<file path="src/rtl/gd_pkg.sv">
package gd_pkg;
  localparam logic [1:0] PWM_LO = 2'b00;
  localparam logic [1:0] PWM_HI = 2'b01;

  typedef enum logic [1:0] {CMD_OFF, CMD_HI, CMD_LO} cmd_e;

  typedef enum logic [2:0] {
    ST_OFF, ST_WAIT_HS, ST_HS_ON, ST_WAIT_LS, ST_LS_ON, ST_LS_CUT
  } seq_st_e;
endpackage

</file>
<file path="src/rtl/gd_holdoff.sv">
module gd_holdoff
  import gd_pkg::*;
#(
  parameter int HOLDOFF_CYC = 30
) (
  input  logic       clk_i,
  input  logic       rst_ni,
  input  logic       clr_i,
  input  logic [1:0] pwm_lvl_i,
  output cmd_e       cmd_o
);
  localparam int CW = $clog2(HOLDOFF_CYC + 1);
  localparam logic [CW-1:0] CMAX = CW'(HOLDOFF_CYC);
  localparam logic [CW-1:0] CEXP = CW'(HOLDOFF_CYC - 1);

  logic [CW-1:0] cnt_q;
  logic          lvl_hi_q, valid_q;
  logic          is_hi, is_lo, is_mid, tri_off;

  assign is_hi   = (pwm_lvl_i == PWM_HI);
  assign is_lo   = (pwm_lvl_i == PWM_LO);
  assign is_mid  = !is_hi && !is_lo;
  assign tri_off = is_mid && (cnt_q >= CEXP);

  always_ff @(posedge clk_i or negedge rst_ni) begin
    if (!rst_ni) begin
      cnt_q    <= '0;
      lvl_hi_q <= 1'b0;
      valid_q  <= 1'b0;
    end else if (clr_i) begin
      cnt_q    <= '0;
      valid_q  <= 1'b0;
    end else begin
      if (!is_mid) begin
        cnt_q    <= '0;
        lvl_hi_q <= is_hi;
        valid_q  <= 1'b1;
      end else if (cnt_q < CMAX) begin
        cnt_q <= cnt_q + 1'b1;
      end
    end
  end

  always_comb begin
    if (is_hi)                     cmd_o = CMD_HI;
    else if (is_lo)                cmd_o = CMD_LO;
    else if (tri_off || !valid_q)  cmd_o = CMD_OFF;
    else                           cmd_o = lvl_hi_q ? CMD_HI : CMD_LO;
  end

  p_cnt_restart_r6: assert property (@(posedge clk_i) disable iff (!rst_ni)
    !is_mid |=> (cnt_q == '0));
endmodule

</file>
<file path="src/rtl/gd_seq.sv">
module gd_seq
  import gd_pkg::*;
#(
  parameter int MIN_DEAD_CYC   = 2,
  parameter int FB_TIMEOUT_CYC = 8
) (
  input  logic clk_i,
  input  logic rst_ni,
  input  logic kill_i,
  input  cmd_e cmd_i,
  input  logic de_mode_i,
  input  logic zc_i,
  input  logic hs_fb_low_i,
  input  logic ls_fb_low_i,
  output logic hs_on_o,
  output logic ls_on_o
);
  localparam int DW = $clog2(FB_TIMEOUT_CYC + 1);
  localparam logic [DW-1:0] DMIN = DW'(MIN_DEAD_CYC - 1);
  localparam logic [DW-1:0] DTO  = DW'(FB_TIMEOUT_CYC - 1);
  localparam logic [DW-1:0] DMAX = DW'(FB_TIMEOUT_CYC);

  seq_st_e       st_q, st_d;
  logic [DW-1:0] dt_q;
  logic          in_wait, go_hs, go_ls;

  assign in_wait = (st_q == ST_WAIT_HS) || (st_q == ST_WAIT_LS);
  // leave the dead window on confirmed feedback after the minimum, or on timeout
  assign go_hs = (ls_fb_low_i && dt_q >= DMIN) || (dt_q >= DTO);
  assign go_ls = (hs_fb_low_i && dt_q >= DMIN) || (dt_q >= DTO);

  always_comb begin
    st_d = st_q;
    if (kill_i || cmd_i == CMD_OFF) begin
      st_d = ST_OFF;
    end else if (cmd_i == CMD_HI) begin
      case (st_q)
        ST_HS_ON:   st_d = ST_HS_ON;
        ST_WAIT_HS: st_d = go_hs ? ST_HS_ON : ST_WAIT_HS;
        default:    st_d = ST_WAIT_HS;
      endcase
    end else begin
      case (st_q)
        ST_LS_ON:   st_d = (de_mode_i && zc_i) ? ST_LS_CUT : ST_LS_ON;
        ST_LS_CUT:  st_d = ST_LS_CUT;
        ST_WAIT_LS: st_d = go_ls ? ST_LS_ON : ST_WAIT_LS;
        default:    st_d = ST_WAIT_LS;
      endcase
    end
  end

  always_ff @(posedge clk_i or negedge rst_ni) begin
    if (!rst_ni) begin
      st_q <= ST_OFF;
      dt_q <= '0;
    end else begin
      st_q <= st_d;
      if (st_d != st_q)                 dt_q <= '0;
      else if (in_wait && dt_q < DMAX)  dt_q <= dt_q + 1'b1;
    end
  end

  assign hs_on_o = (st_q == ST_HS_ON);
  assign ls_on_o = (st_q == ST_LS_ON);

  p_bbm_hs_r2: assert property (@(posedge clk_i) disable iff (!rst_ni)
    $rose(hs_on_o) |-> !$past(ls_on_o));
  p_bbm_ls_r3: assert property (@(posedge clk_i) disable iff (!rst_ni)
    $rose(ls_on_o) |-> !$past(hs_on_o));
endmodule

</file>
<file path="src/rtl/gd_ctrl.sv">
module gd_ctrl
  import gd_pkg::*;
#(
  parameter int HOLDOFF_CYC    = 30,
  parameter int MIN_DEAD_CYC   = 2,
  parameter int FB_TIMEOUT_CYC = 8
) (
  input  logic       clk_i,
  input  logic       rst_ni,
  input  logic [1:0] pwm_lvl_i,
  input  logic       dis_ni,
  input  logic       de_sel_ni,
  input  logic       uv_ok_i,
  input  logic       zc_i,
  input  logic       hs_fb_low_i,
  input  logic       ls_fb_low_i,
  output logic       hs_gate_o,
  output logic       ls_gate_o
);
  logic kill, hs_on, ls_on;
  cmd_e cmd;

  assign kill = !dis_ni || !uv_ok_i;

  gd_holdoff #(.HOLDOFF_CYC(HOLDOFF_CYC)) u_holdoff (
    .clk_i     (clk_i),
    .rst_ni    (rst_ni),
    .clr_i     (kill),
    .pwm_lvl_i (pwm_lvl_i),
    .cmd_o     (cmd)
  );

  gd_seq #(.MIN_DEAD_CYC(MIN_DEAD_CYC), .FB_TIMEOUT_CYC(FB_TIMEOUT_CYC)) u_seq (
    .clk_i       (clk_i),
    .rst_ni      (rst_ni),
    .kill_i      (kill),
    .cmd_i       (cmd),
    .de_mode_i   (!de_sel_ni),
    .zc_i        (zc_i),
    .hs_fb_low_i (hs_fb_low_i),
    .ls_fb_low_i (ls_fb_low_i),
    .hs_on_o     (hs_on),
    .ls_on_o     (ls_on)
  );

  // immediate clamp, not waiting for the state register
  assign hs_gate_o = hs_on && !kill;
  assign ls_gate_o = ls_on && !kill;

  p_kill_off_r7: assert property (@(posedge clk_i) disable iff (!rst_ni)
    kill |-> (!hs_gate_o && !ls_gate_o));
  p_no_overlap_r12: assert property (@(posedge clk_i) disable iff (!rst_ni)
    !(hs_gate_o && ls_gate_o));
endmodule

</file>
<file path="config.mk">
export PLATFORM = sky130hd
export DESIGN_NAME = gd_ctrl
export DESIGN_NICKNAME = d
export VERILOG_FILES = /design/src/rtl/gd_pkg.sv /design/src/rtl/gd_holdoff.sv /design/src/rtl/gd_seq.sv /design/src/rtl/gd_ctrl.sv
export SDC_FILE = /design/constraint.sdc
export NUM_CORES = 1
export LEC_CHECK = 0
export BUFFER_PORTS_ARGS = -buffer_cell sky130_fd_sc_hd__buf_2
export CORE_MARGIN = 5
export CORE_UTILIZATION = 40
export DETAILED_ROUTE_END_ITERATION = 8
export PLACE_DENSITY = 0.6
export REMOVE_ABC_BUFFERS = 1
export SYNTH_ARGS = -nofsm -noshare
export SYNTH_HDL_FRONTEND = slang
export SYNTH_SLANG_ARGS = --single-unit
</file>
<file path="constraint.sdc">
create_clock -name clk_i -period 2.15 [get_ports clk_i]
set_input_delay 0.1075 -clock clk_i [delete_from_list [all_inputs] [get_ports clk_i]]
set_output_delay 0.1075 -clock clk_i [all_outputs]
set_load 0.005 [all_outputs]
</file>
==> summary.md, run 1 <==
| Metric | Value |
|---|---|
| Status | `completed` |
| Setup crit start | `u_seq.dt_q[0]$_DFFE_PN0P_` |
| First-pass GRT wire length | `3394 um` |
| Core area | `2212 um2` |
| Xor and xnor area share after synthesis | `3.753%` |
| Mux contribution to synthesized area | `~4.0%` |
| Area growth syn-to-layout | `23.19%` |
| DIE HEIGHT | `58.31 um` |
| Largest family of logic cells by synthesized area | `simple AND/OR/NAND/NOR gates` |
| Hpwl dp | `around 1500 um` |
| Leakage power | `just over 0.5 nW` |
| Slew Limit Fails | `0` |
| Initial drt markers | `26` |
| Final #Nets | `133` |
| Final Wtd Congestion | `0.8109` |
| R2R depth | `7` |
| Worst R2R Setup Slack | `70 ps` |
| Global route overflow | `0` |
| Gr usage total | `13.09%` |
| Root Buffer Master | `clkbuf_4` |
| Seq/Total Area, Yosys | `37.53%` |
| Die X-Extent | `58.31 um` |
| Critical-path maximum fanout | `5` |
| Cell variety after synth | `39` |
| Worst-path clk slew | `about 90 ps` |
| ANT cells | `0` |
| Startpoint class of the critical path | `register` |
| Crit-path cells | `ha_2 > nor4b_4 > or3_4 > a21boi_2 > nor3b_2 > mux2_4 > nor3_2` |
| Hold Path Class | `input port to register` |
| Tcrit/Tclk final | `96.81%` |
| Yosys warnings | `0` |
| Synth Area in Adders | `6.702%` |
| Critical R2R Capture | `u_seq.dt_q[1]$_DFFE_PN0P_` |
| Final core occ | `51.98%` |
| # setup viols final | `0` |
| Stages on worst setup path | `7` |
| Worst R2R Start | `u_seq.dt_q[0]$_DFFE_PN0P_` |
| Peak VDD IR | `0.0002895 V` |
| Rows | `17` |
| Syn avg cell area | `around 9.8 um2` |
| Max-slew headroom | `74.70%` |
| I/O pins | `12` |
| Fmax achieved | `480.5 MHz` |
| Fin crit period | `2081 ps` |
| Final ANT Viol Nets | `0` |
| Setup Skew | `6.403 ps` |
| Pin count of the biggest net entering global routing | `15` |
| Worst setup EP type | `register` |
| Clock Latency Late Sink | `280 ps` |
| Final non-filler cell total | `144` |
| CTS buffer count | `3` |
| Final Routed Wirelength | `2026 um` |
| Final Hold Fails | `0` |
| Max cap viols | `0` |
| Starting density of the core | `42.19%` |
| Post-Synth Simple-Gate Area | `25.34%` |
| Drt drc | `0` |
| PwrDens | `497.4 nW/um2` |
| Placed cells | `between 100 and 150` |
| Worst Path Buf+Inv | `0` |
| Ratio of cells with drive above 1 in the final layout | `37.07%` |
| Worst-Margin Slew | `369.9 ps` |
| Top delay family on crit path | `simple AND/OR/NAND/NOR gates` |
| WL/cell | `14.07 um` |
| Htree depth | `1` |
| Post-synthesis compound-gate area fraction | `19.30%` |
| I/O Buffers | `11` |
| Setup TNS | `0 ps` |
| CP max stage cell | `dfrtp_1` |
| Crit path DAT | `~2300 ps` |
| CTS sink cnt | `14` |
| Clock tree from TritonCTS | `done` |
| Cells after synthesis | `95` |
| Initial antenna violation count | `0` |
| Die ar. | `roughly 3400 um2` |
| Via count | `795` |
| Synthesis-stage register bit count | `14` |
| Drt pass-1 iters | `4` |
| Vias in the first global route | `788` |
| CTS max path bufs | `2` |
| Crit Path Class | `register to register` |
| Cell area after synthesis | `933.4 um2` |
| Critical Path RT | `roughly 2400 ps` |
| Vias/cell | `between 5 and 6` |
| Worst setup endpoint | `u_seq.dt_q[1]$_DFFE_PN0P_` |
| CP max stage delay | `440 ps` |
-- layout make-up --
class	instances	area [um2]
Clock buffer	3	22.52
Fill cell	224	1062
Inverter	7	26.28
Multi-Input combinational cell	73	598.1
Sequential cell	14	350.3
Tap cell	28	35.03
Timing Repair Buffer	19	117.6
-- power breakdown --
group / switching, mW / total [mW] / internal [mW]
logic: 0.0634 / 0.131 / 0.0674
clock network: 0.0872 / 0.152 / 0.0650
registers: 0.0139 / 0.289 / 0.275
total: 0.164 / 0.572 / 0.407
-- sequential cells by signal, indices dropped and copies added (netlist names) --
register / count
u_holdoff.cnt_q: 5
u_holdoff.lvl_hi_q: 1
u_seq.st_q: 3
u_seq.dt_q: 4
u_holdoff.valid_q: 1
-- per-layer routing --
layer / up-vias / track usage [%] / share of wire, %
met3: 3 / 2.851 / 4.3
met2: 19 / 21.53 / 50
li1: 392 / - / -
met4: 0 / 6.623 / 1.1
met5: - / 0 / 0
met1: 381 / 16.03 / 45
-- cells in the mapped netlist --
library cell / number / area (um2)
dfrtp_1: 14 / 350.3
inv_1: 7 / 26.28
a21oi_1: 6 / 30.03
nor2_1: 6 / 22.52
ha_1: 5 / 62.56
nand2_1: 5 / 18.77
nor3_1: 5 / 25.02
nand2b_1: 4 / 25.02
nand3_1: 4 / 20.02
o21ai_0: 3 / 15.01
a211oi_1: 2 / 15.01
a31oi_1: 2 / 12.51
mux2_2: 2 / 22.52
nor2b_1: 2 / 12.51
o31ai_1: 2 / 15.01
xnor2_1: 2 / 17.52
xor2_1: 2 / 17.52
a2111oi_0: 1 / 8.760
a211o_2: 1 / 10.01
a21boi_2: 1 / 11.26
a22oi_1: 1 / 7.510
a41o_1: 1 / 10.01
a41oi_1: 1 / 8.760
and2_2: 1 / 7.510
buf_2: 1 / 5.000
mux2_4: 1 / 15.01
nand2b_2: 1 / 8.760
nand3b_1: 1 / 7.510
nand4_2: 1 / 12.51
nor3_4: 1 / 16.27
nor3b_1: 1 / 7.510
nor3b_2: 1 / 12.51
nor4b_2: 1 / 15.01
o21ai_4: 1 / 16.27
o311a_2: 1 / 11.26
o41ai_1: 1 / 8.760
or3_1: 1 / 6.260
or3_4: 1 / 11.26
or4_1: 1 / 7.510
-- worst min-delay path by stage --
stage | start | to | slack, ps | cells after the start
global placement | rst_ni | u_holdoff.cnt_q[3]$_DFFE_PN0P_ | 20 | 1
finish | pwm_lvl_i[0] | u_holdoff.lvl_hi_q$_DFFE_PN0P_ | 100 | 2
CTS | pwm_lvl_i[0] | u_holdoff.lvl_hi_q$_DFFE_PN0P_ | 100 | 2
global route | pwm_lvl_i[0] | u_holdoff.lvl_hi_q$_DFFE_PN0P_ | 90 | 2
floorplan | rst_ni | u_holdoff.cnt_q[0]$_DFFE_PN0P_ | -190 | 0
detailed placement | rst_ni | u_holdoff.cnt_q[3]$_DFFE_PN0P_ | 30 | 1
-- per-stage QoR --
stage | setup WS (ps) | total power [mW] | hold slack, ps | cell area, um2
detailed placement | 11.36 | 0.3995 | 25.21 | 1049
CTS | 27.03 | 0.5504 | 99.68 | 1086
global placement | 84.36 | 0.3947 | 21.08 | 1049
global route | -12.36 | 0.6058 | 88.34 | 1150
floorplan | 138.3 | 0.3597 | -188.1 | 928.4
finish | 68.69 | 0.5719 | 96.96 | 1150
-- worst reg2reg max path: cells and delay by family, from the launching register on --
kind / cells / cell delay, ps
and+or+nand+nor: 4 / 940
DFF: 1 / 440
AOI/OAI and AO/OA: 1 / 60
adders and majority gates: 1 / 220
muxes: 1 / 360
-- repair_timing --
item,CTS,global route
hold buffers,1,0
pin swaps,0,5
setup buffers,0,3
endpoints found under the setup margin,1,4
resized for setup,1,8
hold endpoints to repair,14,0
-- kinds of logic (layout without fill, tap and decap cells) --
| group | after synthesis | count (layout) |
|---|---|---|
| compound gates | 24 | 24 |
| xor+xnor | 4 | 4 |
| fa+ha+maj | 5 | 5 |
| buf+inv | 8 | 29 |
| flops | 14 | 14 |
| mux | 3 | 3 |
| simple gates | 37 | 37 |
-- placed cells by master, fill, tap and decap left out, types with 2 or more instances in the layout --
cell / synthesis / routed
nand2b_1: 4 / 4
nand2_1: 5 / 5
buf_2: 1 / 11
mux2_2: 2 / 2
xnor2_1: 2 / 2
clkbuf_4: 0 / 3
nor2b_1: 2 / 2
dfrtp_1: 14 / 14
a21oi_1: 6 / 6
o21ai_0: 3 / 3
inv_1: 7 / 7
nor3b_2: 1 / 2
buf_4: 0 / 7
nor2_1: 6 / 6
o31ai_1: 2 / 2
nand3_1: 4 / 4
a31oi_1: 2 / 2
ha_1: 5 / 3
nor3_1: 5 / 2
ha_2: 0 / 2
nor3_2: 0 / 3
xor2_1: 2 / 2
Note: power is estimated with default switching activity, not from simulation.
==> run 2: changes to the inputs <==
==> constraint.sdc (replaced) <==
create_clock -name clk_i -period 2.15 [get_ports clk_i]
set_input_delay 0.5375 -clock clk_i [delete_from_list [all_inputs] [get_ports clk_i]]
set_output_delay 0.5375 -clock clk_i [all_outputs]
set_load 0.005 [all_outputs]
==> run 2 against run 1 <==
Global-route usage fell by 0.080 points. Clock-buffer cell count stayed put. Final cell count unchanged. Critical path type unchanged. Critical endpoint is now u_seq.dt_q[2]$_DFFE_PN0P_. Die area stayed put.
==> summary.md, run 2 (synthesis results as in run 1) <==
| Metric | Value |
|---|---|
| Status | `completed` |
| Final #Nets | `133 (unchanged)` |
| Peak VDD IR | `0.0002851 V (-1.5%)` |
| Tcrit/Tclk final | `98.19% (+1.4 points)` |
| Max-slew headroom | `74.42% (-0.28 points)` |
| # setup viols final | `0 (unchanged)` |
| Drt pass-1 iters | `6 (+2)` |
| Rows | `17 (unchanged)` |
| Core area | `2212 um2 (unchanged)` |
| Root Buffer Master | `clkbuf_4` |
| Gr usage total | `13.01% (-0.080 points)` |
| Global route overflow | `0 (unchanged)` |
| CTS max path bufs | `2 (unchanged)` |
| Final non-filler cell total | `144 (unchanged)` |
| Final core occ | `53.68% (+1.7 points)` |
| CTS sink cnt | `14 (unchanged)` |
| Largest register FFs | `5 (unchanged)` |
| DIE HEIGHT | `58.31 um (unchanged)` |
| Final Routed Wirelength | `2098 um (+3.6%)` |
| Final Wtd Congestion | `0.8138 (+0.36%)` |
| Worst setup EP type | `register` |
| Critical Path RT | `2350 ps (about the same)` |
| Worst-Margin Slew | `374.0 ps (+4.041 ps)` |
| WL/cell | `14.57 um (+3.6%)` |
| PwrDens | `497.8 nW/um2 (about the same)` |
| # hold bufs at CTS | `0 (-1)` |
| Reg with most FFs | `u_holdoff.cnt_q` |
| Startpoint class of the critical path | `register` |
| Fin area | `1187 um2 (+3.3%)` |
| Ratio of cells with drive above 1 in the final layout | `41.38% (+4.3 points)` |
| Initial antenna violation count | `0 (unchanged)` |
| Vias in the first global route | `797 (+1.1%)` |
| Met2 usage | `21.05% (-0.48 points)` |
| Largest regs | `u_holdoff.cnt_q: 5 flops, u_seq.dt_q: 4 flops, u_seq.st_q: 3 flops` |
| Worst hold slack | `130.8 ps (+33.82 ps)` |
| Most common cell after layout, fill and taps aside | `dfrtp_1` |
| Hold Path Class | `input port to asynchronous set/reset pin` |
| Pin count of the biggest net entering global routing | `15 (unchanged)` |
| Starting density of the core | `42.19% (unchanged)` |
| CP max stage cell | `dfrtp_2` |
| Top delay family on crit path | `simple AND/OR/NAND/NOR gates` |
| R2R depth | `7 (unchanged)` |
| Die ar. | `3399 um2 (unchanged)` |
| Clock Latency Late Sink | `280 ps (about the same)` |
| I/O Buffers | `11 (unchanged)` |
| Htree depth | `1 (unchanged)` |
| Place WS | `-0.8655 ps (-12.23 ps)` |
| Vias/cell | `5.653 (+2.4%)` |
| CP max stage delay | `450 ps (about the same)` |
| CTS buffer count | `3 (unchanged)` |
| Setup Skew | `11.90 ps (+5.492 ps)` |
| Fmax achieved | `473.7 MHz (-1.4%)` |
| Final Hold Fails | `0 (unchanged)` |
| Max cap viols | `0 (unchanged)` |
| Initial drt markers | `22 (-15%)` |
| Die X-Extent | `58.31 um (unchanged)` |
| Most frequent cells in the layout | `dfrtp_1, buf_2, buf_4` |
| Fillcell total | `210 (-6.3%)` |
| Cell area after placement | `1049 um2 (unchanged)` |
| ANT cells | `0 (unchanged)` |
| Worst-path clk slew | `90 ps (about the same)` |
| Hpwl dp | `1475 um (-4.7%)` |
| Setup TNS | `0 ps (unchanged)` |
| Stages on worst setup path | `7 (unchanged)` |
| Area growth syn-to-layout | `27.21%` |
| Crit-path cells | `ha_4 > nor4b_4 > or3_4 > a21boi_2 > nor3b_4 > mux2_4 > nor3b_2` |
| Final WS setup | `38.84 ps (-29.85 ps)` |
| Final ANT Viol Nets | `0 (unchanged)` |
| First-pass GRT wire length | `3422 um (+0.82%)` |
| Grt met1 use | `16.76% (+0.73 points)` |
| GR Layer Usage met3 | `2.193% (-0.66 points)` |
| Clock tree from TritonCTS | `done` |
| Fin crit period | `2111 ps (+29.85 ps)` |
| Crit Path Class | `register to register` |
| Slew Limit Fails | `0 (unchanged)` |
| I/O pins | `12 (unchanged)` |
| Leakage power | `0.5235 nW (+0.74%)` |
| Drt drc | `0 (unchanged)` |
| Total Power | `591.1 uW (+3.4%)` |
| Placed cells | `137 (unchanged)` |
| Critical-path maximum fanout | `5 (unchanged)` |
| GR peak layer | `met2` |
| Worst Path Buf+Inv | `0 (unchanged)` |
| Crit path DAT | `2310 ps (+30 ps)` |
| Via count | `814 (+2.4%)` |
-- run 2: layer usage --
layer / vias up / wire, um
met5: - / 0
met4: 0 / 27
met3: 5 / 69
met2: 16 / 1082
met1: 400 / 917
li1: 393 / -
-- run 2: layout make-up --
type                            instances  area (um2)  area share [%]
Timing Repair Buffer                   19       115.1           9.694
Inverter                                7       26.28           2.213
Sequential cell                        14       351.6           29.61
Multi-Input combinational cell         73       636.9           53.64
Tap cell                               28       35.03           2.950
Clock buffer                            3       22.52           1.897
-- run 2: final timing paths --
kind,from,end,slack (ps)
min in group clk_i,pwm_lvl_i[0],u_holdoff.lvl_hi_q$_DFFE_PN0P_,530
hold / removal,rst_ni,u_holdoff.cnt_q[1]$_DFFE_PN0P_,130
max in group asynchronous,rst_ni,u_seq.dt_q[0]$_DFFE_PN0P_,1750
setup / recovery,u_seq.dt_q[0]$_DFFE_PN0P_,u_seq.dt_q[2]$_DFFE_PN0P_,40
hold reg to reg,u_holdoff.lvl_hi_q$_DFFE_PN0P_,u_holdoff.lvl_hi_q$_DFFE_PN0P_,550
setup reg to reg,u_seq.dt_q[0]$_DFFE_PN0P_,u_seq.dt_q[2]$_DFFE_PN0P_,40
-- run 2: repair_timing --
action                     in CTS  in global routing
pin swaps                       0                  8
setup buffers                   0                  4
resized for setup               2                 15
setup endpoints to repair       2                  4
-- run 2: worst reg2reg max path, stage by stage (launching register included) --
cell and delay, ps:
dfrtp_2 450, ha_4 180, nor4b_4 360, or3_4 210, a21boi_2 60, nor3b_4 220
mux2_4 370, nor3b_2 190
-- run 2: where the power goes --
part | total, mW | switching (mW) | leakage [nW] | internal [mW]
combinational | 0.151 | 0.0727 | 0.321 | 0.0785
sequential | 0.292 | 0.0159 | 0.189 | 0.276
clock | 0.148 | 0.0833 | 0.0138 | 0.0650
total | 0.591 | 0.172 | 0.524 | 0.419
